<file path="src/rtl/spi_xchg_pkg.sv">
// Shared register indices, field positions and widths for the SPI exchange block.
package spi_xchg_pkg;

    // Word index within the register window (reg_addr[4:2]).
    typedef enum logic [2:0] {
        RG_GLOBAL   = 3'd0,
        RG_XFER     = 3'd1,
        RG_FIFOCTL  = 3'd2,
        RG_FIFOSTAT = 3'd3,
        RG_BURST    = 3'd4,
        RG_XMIT     = 3'd5,
        RG_TXDATA   = 3'd6,
        RG_RXDATA   = 3'd7
    } reg_idx_e;

    localparam int CNT_W = 24;
    localparam int SEL_W = 2;

    // Global control bits
    localparam int GB_EN     = 0;
    localparam int GB_MASTER = 1;
    localparam int GB_PAUSE  = 7;
    localparam int GB_SRST   = 31;

    // Transfer control bits
    localparam int XB_CPHA   = 0;
    localparam int XB_CPOL   = 1;
    localparam int XB_ACTLOW = 2;
    localparam int XB_SEL_LO = 4;
    localparam int XB_MANUAL = 6;
    localparam int XB_LEVEL  = 7;
    localparam int XB_START  = 31;

    // FIFO control bits
    localparam int FB_RXRST = 15;
    localparam int FB_TXRST = 31;

    // Transfer configuration held by the register block.
    typedef struct packed {
        logic             cpha;
        logic             cpol;
        logic             act_low;
        logic [SEL_W-1:0] sel;
        logic             manual;
        logic             level;
    } xfer_cfg_t;

endpackage

</file>
<file path="src/rtl/spi_byte_fifo.sv">
// Synchronous FIFO used for both directions.
// Assumes: push while full and pop while empty are dropped; flush wins over
// push and pop in the same cycle; pop_data reads 0 when empty.
module spi_byte_fifo #(
    parameter int DEPTH = 64,
    parameter int WIDTH = 8,
    localparam int AW = (DEPTH > 1) ? $clog2(DEPTH) : 1,
    localparam int CW = $clog2(DEPTH + 1)
) (
    input  logic             clk,
    input  logic             rst_n,
    input  logic             flush,
    input  logic             push,
    input  logic [WIDTH-1:0] push_data,
    input  logic             pop,
    output logic [WIDTH-1:0] pop_data,
    output logic [CW-1:0]    count,
    output logic             full,
    output logic             empty
);

    logic [WIDTH-1:0] mem [DEPTH];
    logic [AW-1:0]    wptr, rptr;
    logic             do_push, do_pop;

    assign full     = (count == CW'(DEPTH));
    assign empty    = (count == '0);
    assign do_push  = push && !full;
    assign do_pop   = pop && !empty;
    assign pop_data = empty ? '0 : mem[rptr];

    // Storage write; no reset needed on the data array.
    always_ff @(posedge clk) begin
        if (do_push) mem[wptr] <= push_data;
    end

    // Pointer and level bookkeeping with flush priority.
    always_ff @(posedge clk) begin
        if (!rst_n || flush) begin
            wptr  <= '0;
            rptr  <= '0;
            count <= '0;
        end else begin
            if (do_push) wptr <= (wptr == AW'(DEPTH - 1)) ? '0 : wptr + 1'b1;
            if (do_pop)  rptr <= (rptr == AW'(DEPTH - 1)) ? '0 : rptr + 1'b1;
            count <= count + CW'(do_push) - CW'(do_pop);
        end
    end

    AST_FIFO_BOUND: assert property (@(posedge clk) disable iff (!rst_n)
        count <= CW'(DEPTH));
    AST_FLUSH_EMPTIES: assert property (@(posedge clk) disable iff (!rst_n)
        flush |=> (count == '0));

endmodule

</file>
<file path="src/rtl/spi_shift_engine.sv">
// Bit engine: clocks out burst_cnt bytes and captures as many bytes in.
// Assumes: one sck_tick equals one SCK half period; mode bits stay
// constant during an exchange; abort returns to idle at once.
module spi_shift_engine #(
    parameter int CNT_W = 24
) (
    input  logic             clk,
    input  logic             rst_n,
    input  logic             abort,
    input  logic             start,
    input  logic [CNT_W-1:0] burst_cnt,
    input  logic [CNT_W-1:0] xmit_cnt,
    input  logic             cpol,
    input  logic             cpha,
    input  logic             tick,
    input  logic             pause,
    input  logic [7:0]       tx_data,
    input  logic             tx_empty,
    output logic             tx_pop,
    output logic             rx_push,
    output logic [7:0]       rx_data,
    output logic             busy,
    output logic             sck,
    output logic             mosi,
    input  logic             miso
);

    logic [3:0]       edge_q;
    logic             sck_ph;
    logic [7:0]       tsh, rsh;
    logic             mosi_q;
    logic [CNT_W-1:0] bytes_left, tx_left, tx_left_nxt;
    logic             step, last_edge, next_byte, start_ok, load_now, tx_avail;
    logic             lead, samp_edge, shift_edge;
    logic [7:0]       ld_byte, ld_tsh;
    logic             ld_mosi;

    assign step       = busy && tick && !pause;
    assign last_edge  = step && (edge_q == 4'd15);
    assign next_byte  = last_edge && (bytes_left != CNT_W'(1));
    assign start_ok   = start && !busy && (burst_cnt != '0);
    assign load_now   = start_ok || next_byte;
    assign tx_avail   = start_ok ? (xmit_cnt != '0) : (tx_left != '0);
    assign tx_pop     = load_now && tx_avail && !tx_empty;
    assign ld_byte    = (tx_avail && !tx_empty) ? tx_data : 8'h00;
    assign tx_left_nxt = (start_ok ? xmit_cnt : tx_left) - CNT_W'(tx_avail);
    assign ld_tsh     = cpha ? ld_byte : {ld_byte[6:0], 1'b0};
    assign ld_mosi    = cpha ? mosi_q : ld_byte[7];
    assign lead       = ~edge_q[0];
    assign samp_edge  = cpha ? ~lead : lead;
    assign shift_edge = ~samp_edge;
    assign rx_push    = last_edge;
    assign rx_data    = cpha ? {rsh[6:0], miso} : rsh;
    assign sck        = cpol ^ sck_ph;
    assign mosi       = mosi_q;

    // Exchange sequencing: start, per-edge shift/sample, byte reload, finish.
    always_ff @(posedge clk) begin
        if (!rst_n || abort) begin
            busy       <= 1'b0;
            sck_ph     <= 1'b0;
            edge_q     <= '0;
            tsh        <= '0;
            rsh        <= '0;
            mosi_q     <= 1'b0;
            bytes_left <= '0;
            tx_left    <= '0;
        end else if (start_ok) begin
            busy       <= 1'b1;
            sck_ph     <= 1'b0;
            edge_q     <= '0;
            bytes_left <= burst_cnt;
            tx_left    <= tx_left_nxt;
            tsh        <= ld_tsh;
            mosi_q     <= ld_mosi;
        end else if (step) begin
            sck_ph <= ~sck_ph;
            edge_q <= edge_q + 4'd1;
            if (samp_edge) rsh <= {rsh[6:0], miso};
            if (edge_q == 4'd15) begin
                if (bytes_left == CNT_W'(1)) begin
                    busy       <= 1'b0;
                    bytes_left <= '0;
                end else begin
                    bytes_left <= bytes_left - CNT_W'(1);
                    tx_left    <= tx_left_nxt;
                    tsh        <= ld_tsh;
                    mosi_q     <= ld_mosi;
                end
            end else if (shift_edge) begin
                mosi_q <= tsh[7];
                tsh    <= {tsh[6:0], 1'b0};
            end
        end
    end

    AST_SCK_IDLE: assert property (@(posedge clk) disable iff (!rst_n)
        !busy |-> (sck == cpol));
    AST_SCK_FROZEN: assert property (@(posedge clk) disable iff (!rst_n)
        (busy && pause && !abort) |=> ((sck == $past(sck)) || (cpol != $past(cpol))));
    AST_ZERO_BURST_IDLE: assert property (@(posedge clk) disable iff (!rst_n)
        (start && !busy && burst_cnt == '0) |=> !busy);

endmodule

</file>
<file path="src/rtl/spi_cs_ctrl.sv">
// Chip-select drivers: one line per index, automatic or software level.
// Assumes: sel picks exactly one line; lines not selected stay deasserted.
module spi_cs_ctrl #(
    parameter int NUM_CS = 4,
    parameter int SEL_W  = 2
) (
    input  logic             clk,
    input  logic             rst_n,
    input  logic [SEL_W-1:0] sel,
    input  logic             manual,
    input  logic             level,
    input  logic             act_low,
    input  logic             busy,
    output logic [NUM_CS-1:0] cs
);

    logic want;
    assign want = manual ? !level : busy;

    // One driver per line; polarity applied at the pin.
    for (genvar gi = 0; gi < NUM_CS; gi++) begin : g_line
        logic hit;
        assign hit    = want && (sel == SEL_W'(gi));
        assign cs[gi] = act_low ? !hit : hit;
    end

    AST_CS_ONEHOT: assert property (@(posedge clk) disable iff (!rst_n)
        $onehot0(cs ^ {NUM_CS{act_low}}));

endmodule

</file>
<file path="src/rtl/spi_xchg_top.sv">
// SPI master exchange block: register file, TX/RX FIFOs, shift engine and
// chip-select drivers. Assumes a single-cycle strobe register bus with
// combinational read data; a read of the RX data word pops that byte.
module spi_xchg_top #(
    parameter int FIFO_DEPTH = 64,
    parameter int NUM_CS     = 4,
    localparam int CW = $clog2(FIFO_DEPTH + 1)
) (
    input  logic              clk,
    input  logic              rst_n,
    input  logic              reg_wr,
    input  logic              reg_rd,
    input  logic [4:0]        reg_addr,
    input  logic [31:0]       reg_wdata,
    output logic [31:0]       reg_rdata,
    input  logic              sck_tick,
    output logic              spi_sck,
    output logic              spi_mosi,
    input  logic              spi_miso,
    output logic [NUM_CS-1:0] spi_cs
);
    import spi_xchg_pkg::*;

    reg_idx_e         ridx;
    logic             g_en, g_master, g_pause, srst_q;
    xfer_cfg_t        cfg;
    logic             rxrst_q, txrst_q;
    logic [CNT_W-1:0] burst_q, xmit_q;
    logic             start_req, start_go;
    logic             eng_busy, tx_pop, rx_push;
    logic [7:0]       tx_dout, rx_din, rx_dout;
    logic [CW-1:0]    tx_count, rx_count;
    logic             tx_full, tx_empty, rx_full, rx_empty;
    logic             unused_bits;

    assign ridx        = reg_idx_e'(reg_addr[4:2]);
    assign start_req   = reg_wr && (ridx == RG_XFER) && reg_wdata[XB_START];
    assign start_go    = start_req && g_en && !srst_q;
    assign unused_bits = ^{reg_wdata[30:24], reg_addr[1:0], tx_full, rx_full, rx_empty};

    // Register writes; reset-type bits are pulses that clear the next cycle.
    always_ff @(posedge clk) begin
        if (!rst_n) begin
            g_en     <= 1'b0;
            g_master <= 1'b0;
            g_pause  <= 1'b0;
            srst_q   <= 1'b0;
            cfg      <= '0;
            rxrst_q  <= 1'b0;
            txrst_q  <= 1'b0;
            burst_q  <= '0;
            xmit_q   <= '0;
        end else begin
            srst_q  <= 1'b0;
            rxrst_q <= 1'b0;
            txrst_q <= 1'b0;
            if (reg_wr) begin
                unique case (ridx)
                    RG_GLOBAL: begin
                        g_en     <= reg_wdata[GB_EN];
                        g_master <= reg_wdata[GB_MASTER];
                        g_pause  <= reg_wdata[GB_PAUSE];
                        srst_q   <= reg_wdata[GB_SRST];
                    end
                    RG_XFER: begin
                        cfg.cpha    <= reg_wdata[XB_CPHA];
                        cfg.cpol    <= reg_wdata[XB_CPOL];
                        cfg.act_low <= reg_wdata[XB_ACTLOW];
                        cfg.sel     <= reg_wdata[XB_SEL_LO +: SEL_W];
                        cfg.manual  <= reg_wdata[XB_MANUAL];
                        cfg.level   <= reg_wdata[XB_LEVEL];
                    end
                    RG_FIFOCTL: begin
                        rxrst_q <= reg_wdata[FB_RXRST];
                        txrst_q <= reg_wdata[FB_TXRST];
                    end
                    RG_BURST: burst_q <= reg_wdata[CNT_W-1:0];
                    RG_XMIT:  xmit_q  <= reg_wdata[CNT_W-1:0];
                    default: ;
                endcase
            end
        end
    end

    // Combinational read mux.
    always_comb begin
        reg_rdata = '0;
        unique case (ridx)
            RG_GLOBAL: begin
                reg_rdata[GB_EN]     = g_en;
                reg_rdata[GB_MASTER] = g_master;
                reg_rdata[GB_PAUSE]  = g_pause;
                reg_rdata[GB_SRST]   = srst_q;
            end
            RG_XFER: begin
                reg_rdata[XB_CPHA]              = cfg.cpha;
                reg_rdata[XB_CPOL]              = cfg.cpol;
                reg_rdata[XB_ACTLOW]            = cfg.act_low;
                reg_rdata[XB_SEL_LO +: SEL_W]   = cfg.sel;
                reg_rdata[XB_MANUAL]            = cfg.manual;
                reg_rdata[XB_LEVEL]             = cfg.level;
                reg_rdata[XB_START]             = eng_busy;
            end
            RG_FIFOCTL: begin
                reg_rdata[FB_RXRST] = rxrst_q;
                reg_rdata[FB_TXRST] = txrst_q;
            end
            RG_FIFOSTAT: reg_rdata[7:0] = 8'(rx_count);
            RG_BURST:    reg_rdata[CNT_W-1:0] = burst_q;
            RG_XMIT:     reg_rdata[CNT_W-1:0] = xmit_q;
            RG_RXDATA:   reg_rdata[7:0] = rx_dout;
            default:     reg_rdata = '0;
        endcase
    end

    spi_byte_fifo #(.DEPTH(FIFO_DEPTH), .WIDTH(8)) tx_fifo_i (
        .clk(clk), .rst_n(rst_n), .flush(txrst_q || srst_q),
        .push(reg_wr && ridx == RG_TXDATA), .push_data(reg_wdata[7:0]),
        .pop(tx_pop), .pop_data(tx_dout),
        .count(tx_count), .full(tx_full), .empty(tx_empty)
    );

    spi_byte_fifo #(.DEPTH(FIFO_DEPTH), .WIDTH(8)) rx_fifo_i (
        .clk(clk), .rst_n(rst_n), .flush(rxrst_q || srst_q),
        .push(rx_push), .push_data(rx_din),
        .pop(reg_rd && ridx == RG_RXDATA), .pop_data(rx_dout),
        .count(rx_count), .full(rx_full), .empty(rx_empty)
    );

    spi_shift_engine #(.CNT_W(CNT_W)) engine_i (
        .clk(clk), .rst_n(rst_n), .abort(srst_q), .start(start_go),
        .burst_cnt(burst_q), .xmit_cnt(xmit_q),
        .cpol(cfg.cpol), .cpha(cfg.cpha), .tick(sck_tick), .pause(g_pause),
        .tx_data(tx_dout), .tx_empty(tx_empty), .tx_pop(tx_pop),
        .rx_push(rx_push), .rx_data(rx_din), .busy(eng_busy),
        .sck(spi_sck), .mosi(spi_mosi), .miso(spi_miso)
    );

    spi_cs_ctrl #(.NUM_CS(NUM_CS), .SEL_W(SEL_W)) cs_i (
        .clk(clk), .rst_n(rst_n), .sel(cfg.sel), .manual(cfg.manual),
        .level(cfg.level), .act_low(cfg.act_low), .busy(eng_busy), .cs(spi_cs)
    );

    AST_START_NEEDS_EN: assert property (@(posedge clk) disable iff (!rst_n)
        (start_req && !g_en && !eng_busy) |=> !eng_busy);
    AST_SRST_CLEARS: assert property (@(posedge clk) disable iff (!rst_n)
        srst_q |=> (!eng_busy && rx_count == '0 && tx_count == '0));

endmodule

</file>
<file path="config.mk">
export PLATFORM = sky130hd
export DESIGN_NAME = spi_xchg_top
export DESIGN_NICKNAME = d
export VERILOG_FILES = /design/src/rtl/spi_xchg_pkg.sv /design/src/rtl/spi_byte_fifo.sv /design/src/rtl/spi_shift_engine.sv /design/src/rtl/spi_cs_ctrl.sv /design/src/rtl/spi_xchg_top.sv
export SDC_FILE = /design/constraint.sdc
export NUM_CORES = 1
export LEC_CHECK = 0
export BUFFER_PORTS_ARGS = -buffer_cell sky130_fd_sc_hd__buf_2
export CORE_UTILIZATION = 45
export DETAILED_ROUTE_END_ITERATION = 6
export PLACE_DENSITY = 0.64
export SYNTH_ARGS = -nofsm -noshare
export SYNTH_HDL_FRONTEND = slang
export SYNTH_HIERARCHICAL = 1
export SYNTH_SLANG_ARGS = --single-unit
export TNS_END_PERCENT = 10
</file>
<file path="constraint.sdc">
create_clock -name clk -period 11.3 [get_ports clk]
set_clock_uncertainty 0.2 [all_clocks]
set_input_delay 0.565 -clock clk [delete_from_list [all_inputs] [get_ports clk]]
set_output_delay 0.565 -clock clk [all_outputs]
set_load 0.05 [all_outputs]
</file>
# [Word level (Yosys, flattened, before mapping)]
# Memories as Yosys holds them, arrays and structs flattened. A register that Yosys moved wholly into a read port is not among the register bits.
# Cells that the tools add are included.
[word_totals] register_bits=170 ramBits=1024 input_bits=43 output_inout_bits=38 elab_cells=188 n_memories=2
[mem_list] name="rx_fifo_i.mem" depth=64 width=8 read_ports=1 rd_clocked_by_memory_dff=1 write_ports=1 line_no="spi_byte_fifo.sv:22" text="logic [WIDTH-1:0] mem [DEPTH];"
[mem_list] name="tx_fifo_i.mem" depth=64 width=8 read_ports=1 rd_clocked_by_memory_dff=1 write_ports=1 line_no="spi_byte_fifo.sv:22"
[op_classes] n_addsub=11 eq_ne=22 muxes=57 n_bitwise=4 n_reduce_logical=64
[op_table] cell="24-bit 2-to-1 mux" count=9
[op_table] cell="8-bit 2-to-1 mux" count=10
[op_table] cell="24-bit nonzero test" count=3
[op_table] cell="6-bit 2-to-1 mux" count=8
[op_table] cell="6-bit by 1-bit adder with 6-bit output (second input constant)" count=4
[op_table] cell="24-bit by 1-bit == test with 1-bit output (second input constant)" count=1
[op_table] cell="6-bit == test (second input constant)" count=4
[op_table] cell="24-bit by 1-bit != test with 1-bit output (second input constant)" count=1
[op_table] cell="24-bit by 1-bit subtractor with 24-bit output" count=1
[op_table] cell="24-bit by 1-bit subtractor with 24-bit output (second input constant)" count=1
[op_table] cell="1-bit logical AND" count=23
[op_table] cell="1-bit 2-to-1 mux" count=21
[op_table] cell="3-bit AND reduction" count=6
[op_table] cell="8-bit case mux with 2 select lines" count=1
[op_table] cell="3-bit case mux with 5 select lines" count=1
[op_table] cell="7-bit by 1-bit adder with 7-bit output" count=2
[op_table] cell="7-bit == test (second input constant)" count=2
[op_table] cell="7-bit logical NOT" count=2
[op_table] cell="7-bit case mux with 2 select lines" count=1
[op_table] cell="7-bit by 1-bit subtractor with 7-bit output" count=2
[op_table] cell="1-bit logical NOT" count=13
[op_table] cell="3-bit == test (second input constant)" count=4
[op_table] cell="2-bit case mux with 6 select lines" count=1
[op_table] cell="1-bit case mux with 5 select lines" count=2
[op_table] cell="18 further kinds" count=35

# [Longest topological paths before layout]
# Gate-level depths: netlist of run 1.
[depth] ltp_word=15 ltp_mapped=22

# [Cells and area by module]
# Netlist of run 1, hierarchy kept.
[by_module_without_submodules] mod="spi_byte_fifo" instances=2 cells_per_inst=1052 area_each_um2=21154.0
[by_module_without_submodules] mod="spi_shift_engine" instances=1 cells_per_inst=547 area_each_um2=4326.6
[by_module_without_submodules] mod="spi_xchg_top" instances=1 cells_per_inst=367 area_each_um2=3054.2
[by_module_without_submodules] mod="spi_cs_ctrl" instances=1 cells_per_inst=14 area_each_um2=100.1

# [Worst setup path after synthesis of run 1]
# OpenSTA, ideal clock, no wires.
[synth_path] kind="in2reg" startpoint="input port reg_addr[3]" endpoint="register tx_fifo_i.count[6]" setup_time_ns=0.122 arrival_time_ns=4.612 required_time_ns=10.978 slack_ns=6.366 path_stages=22 n_path_buf=5 path_cell_list="buf_2 > and4bb_2 > buf_2 > and4b_1 > nor2b_1 > clkbuf_1 > o21ai_1 > buf_2 > mux2i_4 > nor3_2 > nor2b_1 > clkbuf_1 > xor2_1 > ha_1 > inv_1 > fa_1 > nand2b_1 > a21oi_1 > o21ai_0 > a21oi_1 > or3_1 > a21oi_1"
[synth_via] elab_chain_cells=12 elab_cells_between_ends=17
[synth_rtl] element="from (decl)" line_no="spi_xchg_top.sv:13" text="input logic [4:0] reg_addr,"
[synth_rtl] element="3-bit by 1-bit == test with 1-bit output (*)" line_no="spi_xchg_top.sv:37" text="assign start_req = reg_wr && (ridx == RG_XFER) && reg_wdata[XB_START];"
[synth_rtl] element="1-bit logical AND (*) (2 in series)" line_no="spi_xchg_top.sv:37"
[synth_rtl] element="1-bit logical AND (*) (2 in series)" line_no="spi_xchg_top.sv:38" text="assign start_go = start_req && g_en && !srst_q;"
[synth_rtl] element="via start_go" line_no="spi_xchg_top.sv:29" text="logic start_req, start_go;"
[synth_rtl] element="1-bit logical AND (*) (2 in series)" line_no="spi_shift_engine.sv:41" text="assign start_ok = start && !busy && (burst_cnt != '0);"
[synth_rtl] element="1-bit 2-to-1 mux / 1-bit logical OR (equally long branches)" line_no="spi_shift_engine.sv:43, spi_shift_engine.sv:42"
[synth_rtl] element="1-bit logical AND (*) (2 in series)" line_no="spi_shift_engine.sv:44" text="assign tx_pop = load_now && tx_avail && !tx_empty;"
[synth_rtl] element="via tx_pop" line_no="spi_xchg_top.sv:30" text="logic eng_busy, tx_pop, rx_push;"
[synth_rtl] element="1-bit logical AND (*)" line_no="spi_byte_fifo.sv:29" text="assign do_pop = pop && !empty;"
[synth_rtl] element="7-bit by 1-bit subtractor with 7-bit output (*)" line_no="spi_byte_fifo.sv:46" text="count <= count + CW'(do_push) - CW'(do_pop);"
[synth_rtl] element="to (signal assigned)" line_no="spi_byte_fifo.sv:46"
[synth_rtl] element="to (decl)" line_no="spi_byte_fifo.sv:17" text="output logic [CW-1:0] count,"
# The timed path passes the listed nets; every way through them passes the cells marked *.
# A chain may end at the register's enable or synchronous reset.

==> results.txt, run 1 <==
outcome: finished, final reports clean
xor and xnor area share after synthesis: 0.01319
total track usage: 0.2037
Vias/cell: 5.901
fmax: 167.7 MHz
largest family of logic cells by synthesized area: multiplexers
# setup viols final: 0
Setup Fix Bufs, Post-CTS: 0
peak supply drop: 0.0001269 V
H-Tree Depth: 3
Yosys warnings: 6
final period utilization: 0.5277
Setup crit start kind: register
fraction of layout cells with a size suffix above 1: 0.1728
post-synthesis adder-cell area fraction: 0.007087
sequential fraction of the synthesis area: 0.6908
Final Hold Viols: 0
PwrDens: 163.5 nW/um^2
Distinct cells, synth: 85
Mapped Cells: 3,032
Fin Setup TNS: 0 ps
Simple-Gate Fraction of Synth Area: 0.07346
Worst R2R Setup Slack: 5570 ps
worst setup path category: register to output port
CTS root buffer: clkbuf_16
first-pass GRT wire length: 173,600 um
Die ar.: 112,000 sq um
Pleak: 0.01819 uW
RSZ-0062 raised after global routing: no
DR WL met2: 57,360 um
synthesized area: 49,790 sq um
post-synthesis average cell area: 16.42 sq um
total gr overflow: 0
max-slew violations: 0
met3 wire len: 6504 um
IO buf count: 64
fill cell count: 8,926
clock-pin slew on the worst setup and hold paths: 60 ps
Layout Nets: 3,165
Req. time, crit path: 10,540 ps
routability congestion estimate: 0.8681
FP Rows: 121
Die X: 334.6 um
number of top-level pins: 81
drt wl/cell: 24.49 um
vias: 27.58k
Detail Route Antenna Nets: 0
total CTS buffers: 119
Area Overhead vs Synth: 11.02%
register bit total from synthesis: 1,206
post-synthesis async set-or-reset flop share: 0
largest area contributor in the netlist: edfxtp_1
final worst path period need: 5963 ps
HPWL after detailed placement: 71,050 um
CP arrival: 5200 ps
Worst-Margin Slew: 1289 ps
CTS tree: yes
HP Class: input port to register
initial core utilization: 0.4555
Core Area: 109,300 sq um
DR iter-0 viols: 2,688
top area cells in the synthesized netlist: edfxtp_1, mux4_2, dfxtp_1, nor2_1, mux2i_1
drt total wl: 114,400 um
Clock Latency Late Sink: 720 ps
vias in the first global route: 27.79k
CP Max Fanout: 48
Clock Path Buffers: 3
Slew HR: 0.1406
# Max-Cap Violations: 0
# resized after CTS: 0
largest net degree at the start of global routing: 69
post-synthesis mux area share: 0.1410
EDFF count, synth: 1,024
ys flop type: edfxtp_1
final cell count without fillers: 4,673
drt first pass iters: 7
clock sinks: 1,206
CP Capture Type: output port
Synth top area share: 0.6176
Compound-Gate Fraction of Synth Area: 0.05076
initial antenna violation count: 2
placed cells: 4,430
DRC viols: 0
M1 WL: 47,900 um
die height: 334.6 um
Top Layer Used: met5
[where the power goes]
| group | leakage (uW) | switching (uW) | internal (uW) |
|---|---|---|---|
| sequential | 0.0117 | 25.1 | 4810 |
| combinational | 0.00464 | 225 | 123 |
| clock | 0.00185 | 1680 | 2180 |
| total | 0.0182 | 1930 | 7110 |
[registers in the layout, indices dropped and copies added, names as in the netlist, 6 cells and up, named ones only]
name                 count
tx_fifo_i/mem          512
tx_fifo_i/rptr           6
cfg                      7
rx_fifo_i/count          7
rx_fifo_i/wptr           6
burst_q                 24
engine_i/rsh             8
xmit_q                  24
rx_fifo_i/rptr           6
engine_i/bytes_left     24
rx_fifo_i/mem          512
tx_fifo_i/wptr           6
engine_i/tsh             8
tx_fifo_i/count          7
engine_i/tx_left        24
[worst max-delay path, stage by stage, from the launching register on]
cell and delay, ps:
dfxtp_4 920, buf_4 650, buf_4 530, mux4_2 580
a22oi_1 280, nand3_1 180, nand3_1 200, o21ai_1 200
mux2_2 330, a22oi_1 200, o22ai_1 120, buf_2 220
[area by class of cell]
| class | count | area (sq um) | area share |
|---|---|---|---|
| flip-flops and latches | 1206 | 34420 | 0.6226 |
| multi-input cells | 1617 | 14270 | 0.2581 |
| clock buffers | 151 | 3108 | 0.05623 |
| well taps | 1476 | 1847 | 0.03341 |
| repair buffers | 118 | 775.7 | 0.01403 |
| clock inverters | 70 | 730.7 | 0.01322 |
| inverters | 33 | 123.9 | 0.002241 |
| diodes | 2 | 5.005 | 0.00009054 |
[kinds of logic after synthesis]
family          after synthesis
simple gates                771
fa+ha+maj                    27
flops                      1206
mux                         364
other cells                   1
compound gates              373
buf+inv                     215
xor+xnor                     75
[final timing paths]
| kind | startpoint | end | depth (start not counted) |
|---|---|---|---|
| hold / removal | sck_tick | engine_i/edge_q[1]$_SDFFE_PP0P_ | 5 |
| setup reg to reg | engine_i/edge_q[0]$_SDFFE_PP0P_ | tx_fifo_i/count[6]$_SDFF_PP0_ | 18 |
| hold reg to reg | engine_i/tsh[7]$_SDFFE_PP0P_ | engine_i/mosi$_SDFFE_PP0P_ | 2 |
| setup / recovery | register | reg_rdata[3] | 11 |
[per-layer routing]
layer | vias to the layer above | GRT usage
met5 | - | 0
met4 | 2 | 0.05557
met3 | 177 | 0.02695
met2 | 986 | 0.3433
met1 | 14364 | 0.2786
li1 | 12046 | -
[synth_stat cells, types with 17 or more instances]
cell and number:
edfxtp_1 1024, xor2_1 40, mux2i_1 87, mux4_2 228, inv_1 31, nand2b_1 25, mux2_2 18, nor2b_1 56
nor4_1 29, dfxtp_1 182, buf_2 43, a21boi_0 17, o22ai_1 42, o21ai_1 22, mux4_1 30, buf_4 40
ha_1 25, clkbuf_1 59, a22oi_1 21, o21ai_0 47, nand2_1 206, nand3_1 40, a21oi_1 63, nor3_1 38
nor2_1 273, buf_1 20, a211oi_1 37, a21boi_1 31, xnor2_1 35
[timing repair]
action                                 4_1_cts  5_1_grt
setup endpoints to repair                    0        0
endpoints found under the hold margin       36        0
hold buffers                                20        0
[stage by stage]
stage | setup WS (ps) | instance area, sq um | power (uW) | hold slack [ps] | util
finish | 5337 | 55270 | 9038 | 77.74 | 0.5057
global route | 5021 | 55270 | 9300 | 94.60 | 0.5056
CTS | 5188 | 55270 | 9107 | 30.15 | 0.5056
detailed placement | 5166 | 51230 | 5268 | 265.6 | 0.4687
global placement | 5215 | 51230 | 5257 | 261.3 | 0.4687
floorplan | 6366 | 49810 | 5138 | 242.9 | -
[cells in the final DEF (no fill, tap or decap), types with 17 or more instances in the layout]
cell           instances
a211oi_1              37
a21boi_0              17
a21boi_1              31
a21oi_1               63
a22oi_1               21
buf_2                 64
buf_4                 34
clkbuf_1              31
clkbuf_16            119
clkinv_1              22
clkinv_2              21
dfxtp_1              176
dlygate4sd3_1         20
edfxtp_1            1024
ha_1                  25
inv_1                 31
mux2_2                18
mux2i_1               87
mux4_1                30
mux4_2               228
nand2_1              206
nand2b_1              24
nand3_1               40
nor2_1               273
nor2b_1               56
nor3_1                38
nor4_1                29
o21ai_0               47
o21ai_1               21
o22ai_1               42
xnor2_1               35
xor2_1                40
No activity file was read; power rests on OpenSTA's default activity.
==> inputs of run 2 (changes only) <==
--- a/config.mk
+++ b/config.mk
@@ -8,7 +8,7 @@
 export BUFFER_PORTS_ARGS = -buffer_cell sky130_fd_sc_hd__buf_2
 export CORE_UTILIZATION = 45
 export DETAILED_ROUTE_END_ITERATION = 6
-export PLACE_DENSITY = 0.64
+export PLACE_DENSITY = 0.67
 export SYNTH_ARGS = -nofsm -noshare
 export SYNTH_HDL_FRONTEND = slang
 export SYNTH_HIERARCHICAL = 1
==> constraint.sdc (replaced) <==
create_clock -name clk -period 5.1 [get_ports clk]
set_clock_uncertainty 0.2 [all_clocks]
set_input_delay 0.255 -clock clk [delete_from_list [all_inputs] [get_ports clk]]
set_output_delay 0.255 -clock clk [all_outputs]
set_load 0.05 [all_outputs]
==> results.txt, run 2 (synthesis gave the netlist of run 1 again) <==
biggest regs: rx_fifo_i/mem (512), tx_fifo_i/mem (512)
drt first pass iters: 5 (-2)
final period utilization: 0.9040
vias: 27.47k (-0.37%)
CP Max Fanout: 44 (-8.3%)
fill cell count: 8,964 (+0.43%)
DRC viols: 0 (unchanged)
H-Tree Depth: 3 (unchanged)
R2R depth: 16 (-2)
Req. time, crit path: 4640 ps (-5900 ps)
# setup viols final: 0 (unchanged)
Vias/cell: 5.781 (-2.0%)
Setup crit start kind: register
hold path depth: 4 (-1)
CTS tree: yes
total track usage: 0.2034 (-0.0003133)
total gr overflow: 0 (unchanged)
worst setup margin: 489.5 ps (-4847 ps)
die height: 334.6 um (unchanged)
CP arrival: 4160 ps (-1040 ps)
Detail Route Antenna Nets: 0 (unchanged)
Slew HR: 0.1748 (+0.03425)
Antenna Cells: 0 (-2)
Fin Setup TNS: 0 ps (unchanged)
commonest non-fill, non-tap cell in the layout: edfxtp_1
CP Capture Type: output port
fmax: 216.9 MHz
HP Class: input port to register
IO buf count: 64 (unchanged)
largest net degree at the start of global routing: 69 (unchanged)
clock sinks: 1,206 (unchanged)
Die X: 334.6 um (unchanged)
Hold Crit Endpoint: burst_q[0]$_SDFFE_PN0P_
Area Overhead vs Synth: 12.40%
peak supply drop: 0.0002935 V (+130%)
RSZ-0062 raised after global routing: no
number of top-level pins: 81 (unchanged)
Worst R2R Setup Slack: 600 ps (-4970 ps)
# Max-Cap Violations: 0 (unchanged)
initial antenna violation count: 0 (-2)
final worst path period need: 4610 ps
reg2reg start: engine_i/tx_left[13]$_SDFFE_PP0P_
Final Hold Viols: 0 (unchanged)
hold_sp: reg_wdata[0]
final hold slack: 22.26 ps (-55.47 ps)
Clock Path Buffers: 3 (unchanged)
fraction of layout cells with a size suffix above 1: 0.1893 (+0.01649)
HPWL after detailed placement: 70,380 um (-0.95%)
worst setup path category: register to output port
Clock Latency Late Sink: 730 ps (about the same)
Layout Nets: 3,242 (+2.4%)
drt total wl: 113,900 um (-0.46%)
Critical-path top delay cell: dfxtp_4
total CTS buffers: 119 (unchanged)
DP Worst Slack: 633.6 ps (-4533 ps)
critical path's largest stage delay: 890 ps (-30 ps)
CTS root buffer: clkbuf_16
Pleak: 0.01864 uW (+2.5%)
max-slew violations: 0 (unchanged)
PwrDens: 358.8 nW/um^2 (+120%)
initial core utilization: 0.4555 (unchanged)
DR iter-0 viols: 2,596 (-3.4%)
outcome: finished, final reports clean
first-pass GRT wire length: 171,800 um (-0.99%)
routability congestion estimate: 0.8758 (+0.89%)
Worst-Margin Slew: 1238 ps (-51.38 ps)
FP Rows: 121 (unchanged)
critical path, cell by cell: buf_4, mux4_2, mux2i_1, a21oi_1, nand3_1, o21ai_1, mux2_2, a22oi_1, o22ai_1, buf_2
reg2reg end: tx_fifo_i/count[6]$_SDFF_PP0_
# resized after CTS: 0 (unchanged)
drt wl/cell: 23.97 um (-2.1%)
most frequent cells in the layout: edfxtp_1, nor2_1, mux4_2
Total Power: 20,080 uW (+120%)
Die ar.: 112,000 sq um (unchanged)
clock-pin slew on the worst setup and hold paths: 60 ps (about the same)
vias in the first global route: 27.00k (-2.8%)
Core Area: 109,300 sq um (unchanged)
==> run 2: cell types whose count changed in the layout (fill, tap and decap cells not counted), moves of 2 or more <==
cell	previous run	this run
buf_4	34	93
clkinvlp_2	3	0
buf_12	0	5
diode_2	2	0
dlygate4sd3_1	20	33
clkinv_1	22	33
clkinv_2	21	27
clkbuf_1	31	20
==> run 2: how the worst max path moves through the flow <==
stage,startpoint,endpoint,depth (start not counted)
2_1_floorplan,reg_addr[3],tx_fifo_i/count[6]$_SDFF_PP0_,22
3_3_place_gp,reg_addr[3],tx_fifo_i/count[6]$_SDFF_PP0_,18
3_5_place_dp,reg_addr[3],tx_fifo_i/count[6]$_SDFF_PP0_,18
4_1_cts,register,reg_rdata[5],10
5_1_grt,engine_i/tx_left[13]$_SDFFE_PP0P_,tx_fifo_i/count[6]$_SDFF_PP0_,16
6_report,register,reg_rdata[3],10
==> run 2: final cells by class <==
type                       instances  area [sq um]  area share
clock buffer                     139          3053     0.05455
clock inverter                    86         808.3     0.01444
inverter                          33         123.9    0.002213
multi-input combinational       1617         14270      0.2550
sequential                      1206         34420      0.6149
tap                             1476          1847     0.03300
timing repair buffer             195          1449     0.02589
==> run 2: through the flow <==
step | utilization | cells | instance area [sq um]
floorplan | - | 3038 | 49810
global placement | 0.4737 | 4494 | 51770
detailed placement | 0.4737 | 4494 | 51770
CTS | 0.5120 | 4752 | 55960
global route | 0.5120 | 4752 | 55960
finish | 0.5120 | 4752 | 55960
==> run 2: worst max-delay path: cells and delay by family, from the launching register on <==
family                 cells  cell delay [ps]
multiplexers               3              990
flip-flops                 1              890
AO/OA/AOI/OAI              4              670
buffers and inverters      2              630
AND/OR/NAND/NOR            1              180
==> run 2: layer usage <==
metal,global-route usage,part of all wire,up-vias
met4,0.06441,0.028,0
li1,-,-,12211
met1,0.2881,0.43,14129
met3,0.02787,0.059,205
met5,0,0,-
met2,0.3269,0.48,928
==> run 2: repair_timing <==
item,CTS,global route
hold buffers,33,0
buffers inserted,0,0
endpoints found under the hold margin,65,0
==> run 2: power breakdown <==
part / leakage, uW / total, uW / switching (uW) / internal [uW]
registers: 0.0117 / 10700 / 54.1 / 10600
clock network: 0.00188 / 8600 / 3740 / 4850
logic: 0.00506 / 782 / 496 / 286
total: 0.0186 / 20100 / 4290 / 15800
